## src/rtl/pif_pkg.sv

```systemverilog
package pif_pkg;

   typedef enum logic [3:0] {
      M_INH      = 4'd0,
      M_IMM8     = 4'd1,
      M_IMM16    = 4'd2,
      M_DIR      = 4'd3,
      M_EXT      = 4'd4,
      M_IDX      = 4'd5,
      M_IDY      = 4'd6,
      M_REL      = 4'd7,
      M_DIR_BIT  = 4'd8,
      M_DIR_BRB  = 4'd9,
      M_IDX_BIT  = 4'd10,
      M_IDX_BRB  = 4'd11,
      M_IDY_BIT  = 4'd12,
      M_IDY_BRB  = 4'd13
   } pif_mode_e;

   localparam logic [1:0] PG_BASE = 2'd0;
   localparam logic [1:0] PG_Y    = 2'd1;
   localparam logic [1:0] PG_D    = 2'd2;
   localparam logic [1:0] PG_I    = 2'd3;

   // operand bytes that follow the opcode for each mode
   function automatic logic [1:0] pif_oper_count(input pif_mode_e m);
      case (m)
         M_INH:                                 return 2'd0;
         M_IMM16, M_EXT,
         M_DIR_BIT, M_IDX_BIT, M_IDY_BIT:       return 2'd2;
         M_DIR_BRB, M_IDX_BRB, M_IDY_BRB:       return 2'd3;
         default:                               return 2'd1;
      endcase
   endfunction

endpackage

```

## src/rtl/pif_classifier.sv

```systemverilog
module pif_classifier
   import pif_pkg::*;
#(
   parameter int              BYTE_W = 8,
   parameter logic [7:0]      PFX_Y  = 8'h18,
   parameter logic [7:0]      PFX_D  = 8'h1A,
   parameter logic [7:0]      PFX_I  = 8'hCD
) (
   input  logic [1:0]        page,
   input  logic [BYTE_W-1:0] opc,
   output logic              is_pfx,
   output logic [1:0]        pfx_page,
   output logic              legal,
   output pif_mode_e         mode,
   output logic [1:0]        n_opr
);

   // legal low nibbles of the single-operand read-modify-write rows
   localparam logic [15:0] ACC_ROW_OK = 16'hB7D9;
   localparam logic [15:0] MEM_ROW_OK = 16'hF7D9;

   logic [3:0] hi;
   logic [3:0] lo;

   assign hi = opc[7:4];
   assign lo = opc[3:0];

   always_comb begin
      is_pfx   = 1'b0;
      pfx_page = PG_BASE;
      legal    = 1'b0;
      mode     = M_INH;
      case (page)
         PG_BASE: begin
            legal = 1'b1;
            if (opc == PFX_Y) begin
               is_pfx = 1'b1; pfx_page = PG_Y; legal = 1'b0;
            end else if (opc == PFX_D) begin
               is_pfx = 1'b1; pfx_page = PG_D; legal = 1'b0;
            end else if (opc == PFX_I) begin
               is_pfx = 1'b1; pfx_page = PG_I; legal = 1'b0;
            end else begin
               case (hi)
                  4'h0, 4'h3: mode = M_INH;
                  4'h1: begin
                     case (lo)
                        4'h2, 4'h3: mode = M_DIR_BRB;
                        4'h4, 4'h5: mode = M_DIR_BIT;
                        4'hC, 4'hD: mode = M_IDX_BIT;
                        4'hE, 4'hF: mode = M_IDX_BRB;
                        default:    mode = M_INH;
                     endcase
                  end
                  4'h2: mode = M_REL;
                  4'h4, 4'h5: begin
                     mode  = M_INH;
                     legal = ACC_ROW_OK[lo];
                  end
                  4'h6: begin
                     mode  = M_IDX;
                     legal = MEM_ROW_OK[lo];
                  end
                  4'h7: begin
                     mode  = M_EXT;
                     legal = MEM_ROW_OK[lo];
                  end
                  4'h8, 4'hC: begin
                     if (lo == 4'h7)
                        legal = 1'b0;
                     else if (lo == 4'h3 || lo == 4'hC || lo == 4'hE)
                        mode = M_IMM16;
                     else if (lo == 4'hF)
                        mode = M_INH;
                     else if (lo == 4'hD)
                        mode = M_REL;
                     else
                        mode = M_IMM8;
                  end
                  4'h9, 4'hD: mode = M_DIR;
                  4'hA, 4'hE: mode = M_IDX;
                  default:    mode = M_EXT;
               endcase
            end
         end
         PG_Y: begin
            case (hi)
               4'h0: begin
                  legal = (lo == 4'h8) || (lo == 4'h9);
               end
               4'h1: begin
                  if (lo == 4'hC || lo == 4'hD) begin
                     legal = 1'b1; mode = M_IDY_BIT;
                  end else if (lo == 4'hE || lo == 4'hF) begin
                     legal = 1'b1; mode = M_IDY_BRB;
                  end
               end
               4'h3: begin
                  legal = (lo == 4'h0) || (lo == 4'h5) || (lo == 4'h8) ||
                          (lo == 4'hA) || (lo == 4'hC);
               end
               4'h6: begin
                  legal = MEM_ROW_OK[lo];
                  mode  = M_IDY;
               end
               4'h8: begin
                  if (lo == 4'hC) begin
                     legal = 1'b1; mode = M_IMM16;
                  end else if (lo == 4'hF) begin
                     legal = 1'b1;
                  end
               end
               4'h9: begin
                  legal = (lo == 4'hC);
                  mode  = M_DIR;
               end
               4'hA, 4'hE: begin
                  legal = 1'b1;
                  mode  = M_IDY;
               end
               4'hB: begin
                  legal = (lo == 4'hC);
                  mode  = M_EXT;
               end
               4'hC: begin
                  legal = (lo == 4'hE);
                  mode  = M_IMM16;
               end
               4'hD: begin
                  legal = (lo == 4'hE) || (lo == 4'hF);
                  mode  = M_DIR;
               end
               4'hF: begin
                  legal = (lo == 4'hE) || (lo == 4'hF);
                  mode  = M_EXT;
               end
               default: legal = 1'b0;
            endcase
         end
         PG_D: begin
            case (opc)
               8'h83: begin legal = 1'b1; mode = M_IMM16; end
               8'h93: begin legal = 1'b1; mode = M_DIR;   end
               8'hB3: begin legal = 1'b1; mode = M_EXT;   end
               8'hA3, 8'hAC, 8'hEE, 8'hEF: begin
                  legal = 1'b1; mode = M_IDX;
               end
               default: legal = 1'b0;
            endcase
         end
         default: begin
            case (opc)
               8'hA3, 8'hAC, 8'hEE, 8'hEF: begin
                  legal = 1'b1; mode = M_IDY;
               end
               default: legal = 1'b0;
            endcase
         end
      endcase
      if (!legal)
         mode = M_INH;
   end

   assign n_opr = legal ? pif_oper_count(mode) : 2'd0;

   // a prefix is never also an opcode, and only the base page knows prefixes
   always_comb begin
      if (is_pfx) begin
         assert_pfx_not_opcode_R1: assert (!legal && page == PG_BASE && pfx_page != PG_BASE);
      end
   end

endmodule

```

## src/rtl/pif_sequencer.sv

```systemverilog
module pif_sequencer
   import pif_pkg::*;
#(
   parameter int BYTE_W  = 8,
   parameter int MAX_OPR = 3,
   parameter int LEN_W   = 3,
   localparam int SLOT_W = $clog2(MAX_OPR + 1)
) (
   input  logic                      clk,
   input  logic                      rst,
   input  logic                      in_valid,
   input  logic [BYTE_W-1:0]         in_byte,
   input  logic                      take_ok,
   output logic [1:0]                cls_page,
   input  logic                      cls_pfx,
   input  logic [1:0]                cls_pfx_page,
   input  logic                      cls_legal,
   input  pif_mode_e                 cls_mode,
   input  logic [1:0]                cls_nopr,
   output logic                      emit,
   output logic [1:0]                rec_page,
   output logic [BYTE_W-1:0]         rec_opc,
   output logic [MAX_OPR*BYTE_W-1:0] rec_ops,
   output pif_mode_e                 rec_mode,
   output logic [LEN_W-1:0]          rec_len,
   output logic                      rec_ill
);

   typedef enum logic [1:0] {S_OPC, S_PAGE, S_OPR} seq_st_e;

   seq_st_e                            st_q, st_d;
   logic [1:0]                         page_q, page_d;
   logic [BYTE_W-1:0]                  opc_q, opc_d;
   pif_mode_e                          mode_q, mode_d;
   logic [SLOT_W-1:0]                  slot_q, slot_d;
   logic [SLOT_W-1:0]                  left_q, left_d;
   logic [MAX_OPR-1:0][BYTE_W-1:0]     ops_q, ops_d, ops_fill;
   logic                               acc;
   logic [LEN_W-1:0]                   pfx_len;

   assign acc = in_valid & take_ok;

   // slot that receives the current byte while operands are being gathered
   for (genvar k = 0; k < MAX_OPR; k++) begin : g_slot
      assign ops_fill[k] = (slot_q == SLOT_W'(k)) ? in_byte : ops_q[k];
   end

   assign cls_page = (st_q == S_PAGE) ? page_q : PG_BASE;
   assign pfx_len  = (cls_page != PG_BASE) ? LEN_W'(2) : LEN_W'(1);

   always_comb begin
      st_d     = st_q;
      page_d   = page_q;
      opc_d    = opc_q;
      mode_d   = mode_q;
      slot_d   = slot_q;
      left_d   = left_q;
      ops_d    = ops_q;
      emit     = 1'b0;
      rec_page = cls_page;
      rec_opc  = in_byte;
      rec_ops  = '0;
      rec_mode = M_INH;
      rec_len  = pfx_len;
      rec_ill  = 1'b0;
      if (acc) begin
         case (st_q)
            S_OPC, S_PAGE: begin
               if (cls_pfx) begin
                  page_d = cls_pfx_page;
                  st_d   = S_PAGE;
               end else if (!cls_legal || cls_nopr == 2'd0) begin
                  emit    = 1'b1;
                  rec_ill = !cls_legal;
                  rec_mode = cls_mode;
                  page_d  = PG_BASE;
                  st_d    = S_OPC;
               end else begin
                  page_d = cls_page;
                  opc_d  = in_byte;
                  mode_d = cls_mode;
                  slot_d = '0;
                  left_d = SLOT_W'(cls_nopr);
                  ops_d  = '0;
                  st_d   = S_OPR;
               end
            end
            default: begin
               ops_d = ops_fill;
               if (left_q == SLOT_W'(1)) begin
                  emit     = 1'b1;
                  rec_page = page_q;
                  rec_opc  = opc_q;
                  rec_ops  = ops_fill;
                  rec_mode = mode_q;
                  rec_len  = ((page_q != PG_BASE) ? LEN_W'(2) : LEN_W'(1)) +
                             LEN_W'(slot_q) + LEN_W'(1);
                  page_d   = PG_BASE;
                  st_d     = S_OPC;
               end else begin
                  slot_d = slot_q + SLOT_W'(1);
                  left_d = left_q - SLOT_W'(1);
               end
            end
         endcase
      end
   end

   always_ff @(posedge clk) begin
      if (rst) begin
         st_q   <= S_OPC;
         page_q <= PG_BASE;
         opc_q  <= '0;
         mode_q <= M_INH;
         slot_q <= '0;
         left_q <= '0;
         ops_q  <= '0;
      end else begin
         st_q   <= st_d;
         page_q <= page_d;
         opc_q  <= opc_d;
         mode_q <= mode_d;
         slot_q <= slot_d;
         left_q <= left_d;
         ops_q  <= ops_d;
      end
   end

   // while gathering, the slots used plus those left equal the mode's count
   assert_count_track_R2: assert property (@(posedge clk) disable iff (rst)
      (st_q == S_OPR) |-> (left_q != '0) &&
         (32'(slot_q) + 32'(left_q) == 32'(pif_oper_count(mode_q))));

   // after any record is cut, the next byte is read as a fresh opcode
   assert_resync_R9: assert property (@(posedge clk) disable iff (rst)
      emit |=> (st_q == S_OPC) && (page_q == PG_BASE));

   // reset leaves no partial instruction
   assert_reset_idle_R11: assert property (@(posedge clk) disable iff (rst)
      $past(rst) |-> (st_q == S_OPC) && (left_q == '0));

endmodule

```

## src/rtl/pif_record.sv

```systemverilog
module pif_record
   import pif_pkg::*;
#(
   parameter int BYTE_W  = 8,
   parameter int MAX_OPR = 3,
   parameter int LEN_W   = 3
) (
   input  logic                      clk,
   input  logic                      rst,
   input  logic                      emit,
   input  logic [1:0]                rec_page,
   input  logic [BYTE_W-1:0]         rec_opc,
   input  logic [MAX_OPR*BYTE_W-1:0] rec_ops,
   input  pif_mode_e                 rec_mode,
   input  logic [LEN_W-1:0]          rec_len,
   input  logic                      rec_ill,
   input  logic                      out_ready,
   output logic                      out_valid,
   output logic [1:0]                out_page,
   output logic [BYTE_W-1:0]         out_opcode,
   output logic [MAX_OPR*BYTE_W-1:0] out_opers,
   output logic [3:0]                out_mode,
   output logic [LEN_W-1:0]          out_len,
   output logic                      out_illegal
);

   always_ff @(posedge clk) begin
      if (rst) begin
         out_valid   <= 1'b0;
         out_page    <= PG_BASE;
         out_opcode  <= '0;
         out_opers   <= '0;
         out_mode    <= 4'(M_INH);
         out_len     <= '0;
         out_illegal <= 1'b0;
      end else if (emit) begin
         out_valid   <= 1'b1;
         out_page    <= rec_page;
         out_opcode  <= rec_opc;
         out_opers   <= rec_ops;
         out_mode    <= 4'(rec_mode);
         out_len     <= rec_len;
         out_illegal <= rec_ill;
      end else if (out_ready) begin
         out_valid   <= 1'b0;
      end
   end

   // an unaccepted record keeps every field
   assert_hold_R10: assert property (@(posedge clk) disable iff (rst)
      (out_valid && !out_ready) |=> out_valid && $stable(out_page) &&
         $stable(out_opcode) && $stable(out_opers) && $stable(out_mode) &&
         $stable(out_len) && $stable(out_illegal));

   // no new record is cut while one is pending
   assert_single_pending_R10: assert property (@(posedge clk) disable iff (rst)
      emit |-> !out_valid);

   // length stays within one opcode plus prefix plus the operand slots
   assert_len_range_R2: assert property (@(posedge clk) disable iff (rst)
      out_valid |-> (out_len >= LEN_W'(1)) && (32'(out_len) <= MAX_OPR + 2));

   // an illegal record carries no operands and the bare byte count
   assert_illegal_shape_R8: assert property (@(posedge clk) disable iff (rst)
      (out_valid && out_illegal) |-> (out_mode == 4'(M_INH)) && (out_opers == '0) &&
         (out_len == ((out_page != PG_BASE) ? LEN_W'(2) : LEN_W'(1))));

   // the cycle after reset holds no record
   assert_reset_empty_R11: assert property (@(posedge clk) disable iff (rst)
      $past(rst) |-> !out_valid);

endmodule

```

## src/rtl/prefixed_insn_framer.sv

```systemverilog
module prefixed_insn_framer
   import pif_pkg::*;
#(
   parameter int         BYTE_W  = 8,
   parameter int         MAX_OPR = 3,
   parameter logic [7:0] PFX_Y   = 8'h18,
   parameter logic [7:0] PFX_D   = 8'h1A,
   parameter logic [7:0] PFX_I   = 8'hCD,
   localparam int        LEN_W   = $clog2(MAX_OPR + 3)
) (
   input  logic                      clk,
   input  logic                      rst,
   input  logic                      in_valid,
   input  logic [BYTE_W-1:0]         in_byte,
   output logic                      in_ready,
   output logic                      out_valid,
   input  logic                      out_ready,
   output logic [1:0]                out_page,
   output logic [BYTE_W-1:0]         out_opcode,
   output logic [MAX_OPR*BYTE_W-1:0] out_opers,
   output logic [3:0]                out_mode,
   output logic [LEN_W-1:0]          out_len,
   output logic                      out_illegal
);

   if (BYTE_W != 8) begin : g_bad_width
      $error("prefixed_insn_framer: opcode decoding needs BYTE_W of 8");
   end
   if (MAX_OPR < 3) begin : g_bad_slots
      $error("prefixed_insn_framer: branch-on-bit forms need three operand slots");
   end
   if (PFX_Y == PFX_D || PFX_D == PFX_I || PFX_Y == PFX_I) begin : g_bad_pfx
      $error("prefixed_insn_framer: prefix byte values must differ");
   end

   logic [1:0]                cls_page;
   logic                      cls_pfx;
   logic [1:0]                cls_pfx_page;
   logic                      cls_legal;
   pif_mode_e                 cls_mode;
   logic [1:0]                cls_nopr;
   logic                      emit;
   logic [1:0]                rec_page;
   logic [BYTE_W-1:0]         rec_opc;
   logic [MAX_OPR*BYTE_W-1:0] rec_ops;
   pif_mode_e                 rec_mode;
   logic [LEN_W-1:0]          rec_len;
   logic                      rec_ill;

   assign in_ready = !out_valid;

   pif_classifier #(
      .BYTE_W (BYTE_W),
      .PFX_Y  (PFX_Y),
      .PFX_D  (PFX_D),
      .PFX_I  (PFX_I)
   ) u_cls (
      .page     (cls_page),
      .opc      (in_byte),
      .is_pfx   (cls_pfx),
      .pfx_page (cls_pfx_page),
      .legal    (cls_legal),
      .mode     (cls_mode),
      .n_opr    (cls_nopr)
   );

   pif_sequencer #(
      .BYTE_W  (BYTE_W),
      .MAX_OPR (MAX_OPR),
      .LEN_W   (LEN_W)
   ) u_seq (
      .clk          (clk),
      .rst          (rst),
      .in_valid     (in_valid),
      .in_byte      (in_byte),
      .take_ok      (in_ready),
      .cls_page     (cls_page),
      .cls_pfx      (cls_pfx),
      .cls_pfx_page (cls_pfx_page),
      .cls_legal    (cls_legal),
      .cls_mode     (cls_mode),
      .cls_nopr     (cls_nopr),
      .emit         (emit),
      .rec_page     (rec_page),
      .rec_opc      (rec_opc),
      .rec_ops      (rec_ops),
      .rec_mode     (rec_mode),
      .rec_len      (rec_len),
      .rec_ill      (rec_ill)
   );

   pif_record #(
      .BYTE_W  (BYTE_W),
      .MAX_OPR (MAX_OPR),
      .LEN_W   (LEN_W)
   ) u_rec (
      .clk         (clk),
      .rst         (rst),
      .emit        (emit),
      .rec_page    (rec_page),
      .rec_opc     (rec_opc),
      .rec_ops     (rec_ops),
      .rec_mode    (rec_mode),
      .rec_len     (rec_len),
      .rec_ill     (rec_ill),
      .out_ready   (out_ready),
      .out_valid   (out_valid),
      .out_page    (out_page),
      .out_opcode  (out_opcode),
      .out_opers   (out_opers),
      .out_mode    (out_mode),
      .out_len     (out_len),
      .out_illegal (out_illegal)
   );

   // input is refused for as long as a record waits
   assert_stall_R10: assert property (@(posedge clk) disable iff (rst)
      (out_valid && !out_ready) |=> !in_ready);

endmodule

```

## config.mk

```make
export PLATFORM = sky130hd
export DESIGN_NAME = prefixed_insn_framer
export DESIGN_NICKNAME = d
export VERILOG_FILES = /design/src/rtl/pif_pkg.sv /design/src/rtl/pif_classifier.sv /design/src/rtl/pif_sequencer.sv /design/src/rtl/pif_record.sv /design/src/rtl/prefixed_insn_framer.sv
export SDC_FILE = /design/constraint.sdc
export NUM_CORES = 1
export LEC_CHECK = 0
export BUFFER_PORTS_ARGS = -buffer_cell sky130_fd_sc_hd__buf_2
export CAP_MARGIN = 0
export CORE_AREA = 2 2 95 97
export CTS_BUF_LIST = sky130_fd_sc_hd__clkbuf_4 sky130_fd_sc_hd__clkbuf_8
export CTS_CLUSTER_DIAMETER = 60
export DETAILED_ROUTE_END_ITERATION = 7
export DIE_AREA = 0 0 97 99
export PLACE_DENSITY = 0.79
export REMOVE_ABC_BUFFERS = 1
export SLEW_MARGIN = 10
export SYNTH_ARGS = -nofsm -noshare
export SYNTH_HDL_FRONTEND = slang
export SYNTH_SLANG_ARGS = --single-unit
```

## constraint.sdc

```tcl
create_clock -name clk -period 3.1 [get_ports clk]
set_input_delay 0.155 -clock clk [delete_from_list [all_inputs] [get_ports clk]]
set_output_delay 0.155 -clock clk [all_outputs]
set_load 0.005 [all_outputs]
```

# Word-level counts from Yosys, hierarchy flattened
# Memories as Yosys holds them, arrays and structs flattened.
# Index checks and enable logic that the tools add are counted.
dict set report totals {
  ff_bits 87
  rom_bits 112
  input_bits 12
  out_inout_bits 44
  wordCells 203
  mem_count 4
}
# name depth width read_ports rd_clocked_by_memory_dff wr line
set mem_list {}
lappend mem_list {{(name not given)} 16 3 1 0 0 pif_classifier.sv:46} ;# case (lo)
lappend mem_list {{(name not given)} 16 2 1 0 0 pif_pkg.sv:27} ;# case (m)
lappend mem_list {{(name not given)} 16 1 1 0 0 pif_classifier.sv:57} ;# legal = ACC_ROW_OK[lo];
lappend mem_list {{(name not given)} 16 1 1 0 0 pif_classifier.sv:61} ;# legal = MEM_ROW_OK[lo];
dict set report op_classes {
  addsub 4
  magnitude_cmp 1
  eq_ne 44
  n_mux 92
  bitwise_logic 3
  n_reduce_logical 39
}
# cell count
set ops {}
lappend ops {{24-bit 2-to-1 mux} 6}
lappend ops {{8-bit == test (second input constant)} 8}
lappend ops {{4-bit == test (second input constant)} 15}
lappend ops {{4-bit 2-to-1 mux} 14}
lappend ops {{2-bit 2-to-1 mux} 27}
lappend ops {{8-bit 2-to-1 mux} 6}
lappend ops {{4-bit one-hot mux with 6 select lines} 2}
lappend ops {{1-bit 2-to-1 mux} 27}
lappend ops {{4-bit by 3-bit == test with 1-bit output (second input constant)} 6}
lappend ops {{2-bit OR reduction} 9}
lappend ops {{8-bit by 5-bit == test with 1-bit output (second input constant)} 2}
lappend ops {{3-bit 2-to-1 mux} 5}
lappend ops {{4-bit by 2-bit == test with 1-bit output (second input constant)} 3}
lappend ops {{3-bit one-hot mux with 4 select lines} 1}
lappend ops {{4-bit one-hot mux with 3 select lines} 1}
lappend ops {{1-bit logical OR} 10}
lappend ops {{1-bit one-hot mux with 9 select lines} 1}
lappend ops {{2-bit by 1-bit == test with 1-bit output (second input constant)} 4}
lappend ops {{2-bit zero test} 4}
lappend ops {{4-bit zero test} 2}
lappend ops {{4-bit AND reduction} 2}
lappend ops {{2-bit nonzero test} 4}
lappend ops {{4-bit OR reduction} 2}
lappend ops {{7-bit OR reduction} 1}
lappend ops {{other kinds (15)} 21}

# Depth between registers and ports, before layout
# Gate-level depths: netlist of the first run.
# An unclocked memory read counts as a cell.
dict set report depth {
  depth_word 20
  mapped_depth 13
  depth_no_buf 10
}

# By module
# Synthesis of the first run repeated with hierarchy kept, for this count alone.
dict set report unflattened {
  cells_unflattened 646
  hier_area_um2 5272.6
}
# module n_inst cells_per_inst area_each_um2 seq_area_each_um2
set by_module_without_submodules {}
lappend by_module_without_submodules {pif_sequencer 1 363 2803.9 880.8}
lappend by_module_without_submodules {pif_record 1 140 1566.5 860.8}
lappend by_module_without_submodules {pif_classifier 1 142 898.4 0.0}
lappend by_module_without_submodules {prefixed_insn_framer 1 1 3.8 0.0}

# Least setup slack after synthesis of the first run
# No wires, ideal clock.
dict set report synth_path {
  path_type {register -> register}
  startpoint {reg u_seq.page_q[0]}
  endpoint {reg u_rec.out_opcode[2]}
  setup_ns 0.121
  t_arrival_ns 2.386
  t_required_ns 2.979
  path_slack_ns 0.593
  path_stages_with_launch 10
  path_buffers 1
  period_less_slack_ns 2.507
  cell_sequence {dfxtp_1 buf_2 inv_1 or3_1 a21o_1 o32ai_1 or3_4 o22ai_4 a21oi_4 mux2_2}
}
dict set report synth_via {
  elab_chain_len 12
  elab_cells_between_ends 17
  classes_between {eq/ne: 2; mux: 10; reduce/logical: 4; memory: 1}
}
# element line
set synth_rtl {}
lappend synth_rtl {{from (decl)} pif_sequencer.sv:32} ;# logic [1:0] page_q, page_d;
lappend synth_rtl {{from (signal assigned)} pif_sequencer.sv:120} ;# page_q <= page_d;
lappend synth_rtl {{2-bit 2-to-1 mux (*)} pif_sequencer.sv:48} ;# assign cls_page = (st_q == S_PAGE) ? page_q : PG_BASE;
lappend synth_rtl {{2-bit == test, or another cell as far along} pif_classifier.sv:33} ;# case (page)
lappend synth_rtl {{4-bit one-hot mux with 3 select lines / 1-bit one-hot mux with 3 select lines (equally long branches)} pif_classifier.sv:33}
lappend synth_rtl {{4-bit 2-to-1 mux} pif_classifier.sv:159} ;# if (!legal)
lappend synth_rtl {{memory 16 x 2 bit} -}
lappend synth_rtl {{2-bit 2-to-1 mux} pif_classifier.sv:163} ;# assign n_opr = legal ? pif_oper_count(mode) : 2'd0;
lappend synth_rtl {{2-bit zero test} pif_sequencer.sv:72} ;# end else if (!cls_legal || cls_nopr == 2'd0) begin
lappend synth_rtl {{1-bit logical OR} pif_sequencer.sv:72}
lappend synth_rtl {{1-bit 2-to-1 mux} pif_sequencer.sv:72}
lappend synth_rtl {{1-bit 2-to-1 mux (*)} pif_sequencer.sv:69} ;# if (cls_pfx) begin
lappend synth_rtl {{1-bit 2-to-1 mux (*)} pif_sequencer.sv:67} ;# case (st_q)
lappend synth_rtl {{1-bit 2-to-1 mux (*)} pif_sequencer.sv:66} ;# if (acc) begin
lappend synth_rtl {{to (signal assigned)} pif_record.sv:39} ;# out_opcode <= rec_opc;
lappend synth_rtl {{to (decl)} pif_record.sv:20} ;# output logic [BYTE_W-1:0] out_opcode,
# Every way passes the cells marked *; elsewhere a longest branch is shown, timed or not.
# A chain may end at the register's enable or synchronous reset.

# Worst setup path after layout of the first run
dict set report layout_path {
  startpoint {reg u_seq.page_q[0]}
  endpoint {reg u_rec.out_opers[18]}
}
dict set report layout_via {
  elab_chain_len 12
  elab_cells_between_ends 17
  classes_between {eq/ne: 2; mux: 10; reduce/logical: 4; memory: 1}
}
# element line
set layout_rtl {}
lappend layout_rtl {{2-bit 2-to-1 mux (*)} pif_sequencer.sv:48}
lappend layout_rtl {{2-bit == test, or another cell as far along} pif_classifier.sv:33}
lappend layout_rtl {{4-bit one-hot mux with 3 select lines / 1-bit one-hot mux with 3 select lines (equally long branches)} pif_classifier.sv:33}
lappend layout_rtl {{4-bit 2-to-1 mux} pif_classifier.sv:159}
lappend layout_rtl {{memory 16 x 2 bit} -}
lappend layout_rtl {{2-bit 2-to-1 mux} pif_classifier.sv:163}
lappend layout_rtl {{2-bit zero test} pif_sequencer.sv:72}
lappend layout_rtl {{1-bit logical OR} pif_sequencer.sv:72}
lappend layout_rtl {{1-bit 2-to-1 mux} pif_sequencer.sv:72}
lappend layout_rtl {{1-bit 2-to-1 mux (*)} pif_sequencer.sv:69}
lappend layout_rtl {{1-bit 2-to-1 mux (*)} pif_sequencer.sv:67}
lappend layout_rtl {{1-bit 2-to-1 mux (*)} pif_sequencer.sv:66}
lappend layout_rtl {{to (signal assigned)} pif_record.sv:40} ;# out_opers <= rec_ops;
lappend layout_rtl {{to (decl)} pif_record.sv:21} ;# output logic [MAX_OPR*BYTE_W-1:0] out_opers,
# Marks and branches as above.

==> metrics.md, run 1 <==
| Metric | Value |
|---|---|
| Worst EP required | 3.39 ns |
| Detailed Routing Iterations Pass 1 | 5 |
| Reg2Reg Setup Slack | 0.21 ns |
| Setup total negative slack | 0 ns |
| Number of synthesized flops with an enable pin | 0 |
| # Post-CTS Setup Buffers | 0 |
| Rel. slew slack | 53.0% |
| Footprint of the multi-input gates | 2880 µm² |
| Max Cap Violations | 0 |
| Yosys top cell area share | 35.4% |
| Cells after synthesis | 570 |
| Drt drc | 0 |
| Prevailing post-synth register cell | dfxtp_1 |
| Synth warn | 0 |
| Fillers | 702 |
| Buffers on Ports | 55 |
| CP Class | reg -> reg |
| Vias per cell | 6.27 |
| Worst min path class | in -> reg |
| Number of DRC markers in iteration 0 | 414 |
| Via count | 4,593 |
| RSZ-0062 raised after global routing | false |
| # resized after CTS | 0 |
| Syn avg cell area | 8.64 µm² |
| Worst clock skew | 0.0163 ns |
| Root Buffer | clkbuf_8 |
| Synth-to-layout area growth | 13.5% |
| Critical path capture point type | register |
| Largest net degree at the start of global routing | 34 |
| Fmax | 0.346 GHz |
| Final Hold Vio Count | 0 |
| DIE WIDTH | 97 µm |
| Synth top cells by count | dfxtp_1 (87), nor2_1 (80), nand2_1 (46) |
| Reg clk slew, reported paths | 0.09 ns |
| Die Ht | 99 µm |
| Core area | 8550 µm² |
| CP arrival | 3.18 ns |
| Antenna cell count | 0 |
| CP endpoint | u_rec.out_opers[18] |
| Maximum VDD drop | 0.000349 V |
| R2R Path End | u_rec.out_opers[18] |
| FF+latch count, synth | 87 |
| First-pass GRT wire length | 21,900 µm |
| Clk_lat worst skew | 0.36 ns |
| GRT Resource Usage Total | 28.0% |
| Gr ovfl total | 0 |
| Io pins | 56 |
| Least-Margin Pin Slew | 0.704 ns |
| Share of flip-flops with an asynchronous set or reset | 0% |
| CP startpoint | u_seq.page_q[0] |
| Power per cell area | 460 nW/µm² |
| Dpl hpwl | 9320 µm |
| Sequential cell area | 1740 µm² |
| Outcome | complete, no violations |
| Rows | 34 |
| Startpoint types | register |
| CTS buffer count | 9 |
| Most common cell in the netlist | dfxtp_1 |
| Max-slew violation count | 0 |
| Reg2reg path depth | 11 |
| # nets final | 645 |
| Final period utilization | 93.1% |
| CTS tree | built |
| Number of H-tree levels | 3 |
| Worst flop-to-flop path startpoint | u_seq.page_q[0] |
| Post-DR wirelength/cell | 18.2 µm |
| CTS Sinks | 87 |
| Global placement routability congestion | 0.970 |
| Final WL | 13,300 µm |
| CP Max Fanout | 24 |
| Hold_buf cts | 0 |
| Place WS | 0.101 ns |
| Vias in the first global route | 4,386 |
| Netlist Area Pre-Place | 4920 µm² |
| Count of cell types in the netlist | 75 |
| Clock buffer depth | 2 |
| Lkg Pwr | 0.00226 µW |
| Min setup slack post-route | 0.213 ns |
| Post-route ant nets | 0 |
| Starting Density | 57.6% |
| Die ar. | 9600 µm² |
| Synth area leader | dfxtp_1 |
| Final core utilization | 65.4% |
| Top cells by area, synth | dfxtp_1 (35%), nor2_1 (6.1%), mux2i_1 (5.5%) |
| Seq/Total Area, Yosys | 35.4% |
| Final setup vio count | 0 |
| Initial antenna violation count | 0 |
| Fin crit period | 2.89 ns |
| Share of cells above drive strength 1 | 24.3% |
-- stage by stage --
step / power [µW] / hold slack, ns / instance area [µm²] / std cells
after floorplan: 1500 / 0.220 / 4690 / 522
after global placement: 1720 / 0.430 / 5380 / 717
after detailed placement: 1730 / 0.429 / 5380 / 717
after CTS: 2570 / 0.0632 / 5590 / 733
after global routing: 2670 / 0.0666 / 5590 / 733
final: 2570 / 0.0610 / 5590 / 733
-- power by group --
part	switching [µW]	internal, µW
clock network	450	408
logic	338	202
registers	19.7	1150
total	808	1760
-- per-layer routing --
metal	part of all wire [%]	vias up	wire (µm)	GRT usage (%)
met5	0	-	0	0
met2	48	175	6390	45.5
met3	6.9	23	916	5.32
met4	1.8	0	246	9.43
li1	-	2170	-	-
met1	43	2225	5800	37.7
-- flip-flops by register name (all words and copies together), names as in the netlist, 3 cells and up --
signal / count
u_rec.out_opcode: 8
u_seq.opc_q: 8
u_rec.out_opers: 24
u_seq.ops_q: 24
u_seq.mode_q: 4
u_rec.out_len: 3
u_rec.out_mode: 4
-- critical path, stage by stage, from the launching register on --
cell      delay [ns]
dfxtp_1         0.32
buf_4           0.16
nor2_1          0.28
nor2_1          0.16
nor3_2          0.40
a32o_1          0.34
o211a_1         0.25
o22ai_4         0.09
buf_4           0.16
a211oi_4        0.28
buf_12          0.21
a22o_1          0.17
-- cell families after synthesis --
kind of cell               share of synthesized area, %
and+or+nand+nor                                    18.7
AOI/OAI and AO/OA                                  27.5
DFF                                                35.4
buffers and inverters                              6.10
muxes                                              8.69
adders and majority gates                          3.46
xor gates and xnor gates                          0.178
-- cell type report --
cell class | instances | area share, %
tap | 108 | 2.42
multi-input combinational | 418 | 51.6
sequential | 87 | 31.2
inverter | 17 | 1.14
clock buffer | 10 | 2.46
clock inverter | 6 | 1.34
timing repair buffer | 87 | 9.89
-- worst min path at each step --
stage               startpoint               to  slack [ns]  cells after the start
global placement     out_ready  u_rec.out_valid        0.43                      3
finish               out_ready  u_rec.out_valid        0.06                      3
floorplan                  rst   u_seq.ops_q[0]        0.22                      1
CTS                  out_ready  u_rec.out_valid        0.06                      3
global route         out_ready  u_rec.out_valid        0.07                      3
detailed placement   out_ready  u_rec.out_valid        0.43                      3
-- placed cells by master (no fill, tap or decap), types with 5 or more instances in the layout --
cell type  instances
a22o_1            19
o21ai_0           22
dfxtp_1           87
nor2b_1           12
nor3_1             8
a21oi_1           32
mux2_2            14
o2bb2ai_1          5
mux2i_1           27
a31oi_1           11
a311oi_1           5
buf_2             55
buf_4             29
nor2_1            80
ha_1              12
clkbuf_8          10
a211oi_2          20
nand4_1            6
inv_1             16
nand2b_1           5
nand2_1           46
nand3_1           16
Power figures use the tool's default switching activity.
==> run 2: changes to the inputs <==
--- a/config.mk
+++ b/config.mk
@@ -5,13 +5,14 @@
 export SDC_FILE = /design/constraint.sdc
 export NUM_CORES = 1
 export LEC_CHECK = 0
+export ABC_AREA = 1
 export BUFFER_PORTS_ARGS = -buffer_cell sky130_fd_sc_hd__buf_2
 export CAP_MARGIN = 0
-export CORE_AREA = 2 2 95 97
-export CTS_BUF_LIST = sky130_fd_sc_hd__clkbuf_4 sky130_fd_sc_hd__clkbuf_8
+export CORE_AREA = 2 2 91 93
+export CTS_BUF_LIST = sky130_fd_sc_hd__clkbuf_2
 export CTS_CLUSTER_DIAMETER = 60
 export DETAILED_ROUTE_END_ITERATION = 7
-export DIE_AREA = 0 0 97 99
+export DIE_AREA = 0 0 93 95
 export PLACE_DENSITY = 0.79
 export REMOVE_ABC_BUFFERS = 1
 export SLEW_MARGIN = 10
==> run 2 against run 1 <==
  * Sequential share of layout area rose by 4.2 points
  * Total power fell by 13%
  * Synthesized cell count rose by 18%
  * Worst setup slack improved by 0.17 ns
  * Final cell count rose by 13%
  * Clock power fell by 37%
  * Count of clock-buffer cells in the layout did not move
  * Hold slack got worse by 0.037 ns
  * Wire length fell by 8.3%
  * Cell area fell by 12%
  * Area after synthesis fell by 8.7%
  * Critical path type unchanged
  * Largest cell class unchanged
==> metrics.md, run 2 <==
| Metric | Value |
|---|---|
| Outcome | complete, no violations |
| Maximum VDD drop | 0.000302 V (-13%) |
| Most frequent cells in the layout | nand2_1 (212), a21oi_1 (108), dfxtp_1 (86) |
| Setup total negative slack | 0 ns (unchanged) |
| Syn avg cell area | 6.66 µm² (-23%) |
| Commonest non-fill, non-tap cell in the layout | nand2_1 |
| First-pass GRT wire length | 19,600 µm (-11%) |
| Number of H-tree levels | 3 (unchanged) |
| CP Max Fanout | 28 (+17%) |
| Yosys top cell area share | 38.7% (+3.4 points) |
| Netlist Area Pre-Place | 4500 µm² (-8.7%) |
| Fillers | 735 (+4.7%) |
| Min setup slack post-route | 0.386 ns (+0.174 ns) |
| Final setup vio count | 0 (unchanged) |
| Hold path start | in_byte[0] |
| Share of cells above drive strength 1 | 15.8% (-8.5 points) |
| Final core utilization | 62.2% (-3.2 points) |
| Core area | 7930 µm² (-7.3%) |
| Io pins | 56 (unchanged) |
| Detailed Routing Iterations Pass 1 | 5 (unchanged) |
| Die Ht | 95 µm (-4.0%) |
| Synth top cells by count | nand2_1 (212), a21oi_1 (108), dfxtp_1 (87) |
| CTS Sinks | 87 (unchanged) |
| Rows | 33 (-2.9%) |
| Cell Count, Final, Fillers Out | 826 (+13%) |
| Dpl hpwl | 8890 µm (-4.6%) |
| Reg2Reg Setup Slack | 0.39 ns (+0.17 ns) |
| CP arrival | 3.20 ns (+0.02 ns) |
| Synth warn | 0 (unchanged) |
| Drt drc | 0 (unchanged) |
| Number of DRC markers in iteration 0 | 351 (-15%) |
| Finished Cell Area | 4930 µm² (-12%) |
| CTS tree | built |
| Worst EP required | 3.58 ns (+0.19 ns) |
| Via count | 4,588 (-0.11%) |
| Clock buffer depth | 2 (unchanged) |
| # nets final | 741 (+15%) |
| Seq/Total Area, Yosys | 38.7% (+3.4 points) |
| Reg clk slew, reported paths | 0.25 ns (+0.16 ns) |
| Post-route ant nets | 0 (unchanged) |
| DIE WIDTH | 93 µm (-4.1%) |
| Rel. slew slack | 58.3% (+5.4 points) |
| Power per cell area | 456 nW/µm² (-0.89%) |
| Cells after DPL | 808 (+13%) |
| Cells after synthesis | 675 (+18%) |
| Number of synthesized flops with an enable pin | 0 (unchanged) |
| Reg2reg path depth | 13 (+2) |
| Largest regs | u_rec.out_opers x24, u_seq.ops_q x24 |
| Startpoint types | register |
| Most common cell in the netlist | nand2_1 |
| Max Cap Violations | 0 (unchanged) |
| Max-slew violation count | 0 (unchanged) |
| Final period utilization | 87.5% (-5.6 points) |
| GRT Resource Usage Total | 28.0% (about the same) |
| CTS buffer count | 9 (unchanged) |
| Synth-to-layout area growth | 9.54% |
| Vias in the first global route | 4,067 (-7.3%) |
| Worst clock skew | 0.0298 ns (+0.0135 ns) |
| Sequential cell area | 1740 µm² (about the same) |
| Critical path capture point type | register |
| Footprint of the multi-input gates | 2430 µm² (-16%) |
| CP Class | reg -> reg |
| Post-DR wirelength/cell | 14.8 µm (-19%) |
| Worst Hold Endpoint | u_seq.opc_q[0] |
| Vias per cell | 5.55 (-11%) |
| Fin crit period | 2.71 ns (-0.174 ns) |
| Share of flip-flops with an asynchronous set or reset | 0% (unchanged) |
| Global placement routability congestion | 0.901 (-7.1%) |
| Die ar. | 8840 µm² (-8.0%) |
| Gr ovfl total | 0 (unchanged) |
| Antenna cell count | 0 (unchanged) |
| Clk_lat worst skew | 0.55 ns (+0.19 ns) |
| Prevailing post-synth register cell | dfxtp_1 |
| Final Hold Vio Count | 0 (unchanged) |
| Worst min path class | in -> reg |
| Least-Margin Pin Slew | 0.625 ns (-0.0795 ns) |
| Fmax | 0.368 GHz (+6.4%) |
| Place WS | 0.192 ns (+0.0913 ns) |
| Largest net degree at the start of global routing | 41 (+21%) |
| Buffers on Ports | 55 (unchanged) |
| Root Buffer | clkbuf_2 |
| Placed cell area | 4800 µm² (-11%) |
| FF+latch count, synth | 87 (unchanged) |
| Count of cell types in the netlist | 30 (-60%) |
| Starting Density | 56.7% (-0.86 points) |
| Worst flop-to-flop path startpoint | u_seq.st_q[1] |
| Top cells by area, synth | dfxtp_1 (39%), nand2_1 (18%), a21oi_1 (12%) |
| Hold depth | 3 (unchanged) |
| Lkg Pwr | 0.00213 µW (-5.5%) |
| Final WL | 12,200 µm (-8.3%) |
| Initial antenna violation count | 0 (unchanged) |
| RSZ-0062 raised after global routing | false |
| Synth area leader | dfxtp_1 |
| R2R Path End | u_rec.out_opers[21] |
-- run 2: cell count changes after synthesis, moves of 19 or more --
cell      change
a21oi_1      +76
mux2i_1      -27
a22o_1       -19
nand2_1     +166
a211oi_2     -20
nor2_1       -20
inv_1        +19
-- run 2: cells by family after synthesis --
family          Yosys count  synth area share [%]
buf+inv                  81                  7.62
fa+ha+maj                13                  3.78
compound gates          154                  17.9
flops                    87                  38.7
simple gates            340                  32.0
-- run 2: layout make-up --
class / instances / share of cell area (%)
well taps: 105 / 2.67
repair buffers: 64 / 7.06
clock buffers: 10 / 1.02
inverters: 47 / 3.58
multi-input cells: 507 / 49.2
flip-flops and latches: 87 / 35.4
clock inverters: 6 / 1.07
-- run 2: routing by layer --
layer  wire length, µm  vias to the layer above  global-route usage (%)  part of all wire, %
met5                 0                        -                       0                    0
met4               211                        0                    10.2                  1.7
met3               655                       20                    3.75                  5.4
met2              5830                      158                    47.5                   48
met1              5540                     2125                    36.6                   45
li1                  -                     2285                       -                    -
-- run 2: worst max-delay path, cell delays in order (launching register included) --
cell     delay (ns)
dfxtp_2        0.57
inv_2          0.16
nand3_1        0.20
nand2_1        0.15
nor2_2         0.21
a21oi_2        0.09
nand2_2        0.12
nand3_2        0.13
nand4_4        0.16
nand2_2        0.19
nand3_2        0.12
buf_4          0.30
nand2_1        0.08
a21oi_1        0.17
-- run 2: power by group --
part	total (µW)	internal, µW	leakage [µW]	switching [µW]
clock network	541	120	0.0000606	420
logic	498	146	0.00137	352
registers	1210	1180	0.000706	33.7
total	2250	1440	0.00213	806
-- run 2: worst max-delay path by stage --
stage                        from  slack, ns  cells past startpoint                   to
floorplan           u_seq.st_q[1]      -0.37                      5     u_rec.out_len[2]
global placement       in_byte[1]       0.21                     17   u_rec.out_opers[5]
detailed placement  u_seq.st_q[1]       0.19                     11  u_rec.out_opers[21]
CTS                 u_seq.st_q[1]       0.16                     11  u_rec.out_opers[14]
global route        u_seq.st_q[1]       0.17                     12    u_rec.out_illegal
finish              u_seq.st_q[1]       0.39                     13  u_rec.out_opers[21]
-- run 2: stage by stage --
stage / hold WS (ns) / total power [µW]
after floorplan: 0.224 / 1550
after global placement: 0.420 / 1710
after detailed placement: 0.426 / 1710
after CTS: 0.0196 / 2240
after global routing: 0.0586 / 2360
final: 0.0240 / 2250
-- run 2: repair_timing --
item,in CTS,in global routing
setup buffers,0,0
setup endpoints to repair,0,44
hold buffers,2,0
hold endpoints to repair,2,0
gates resized for setup,0,2
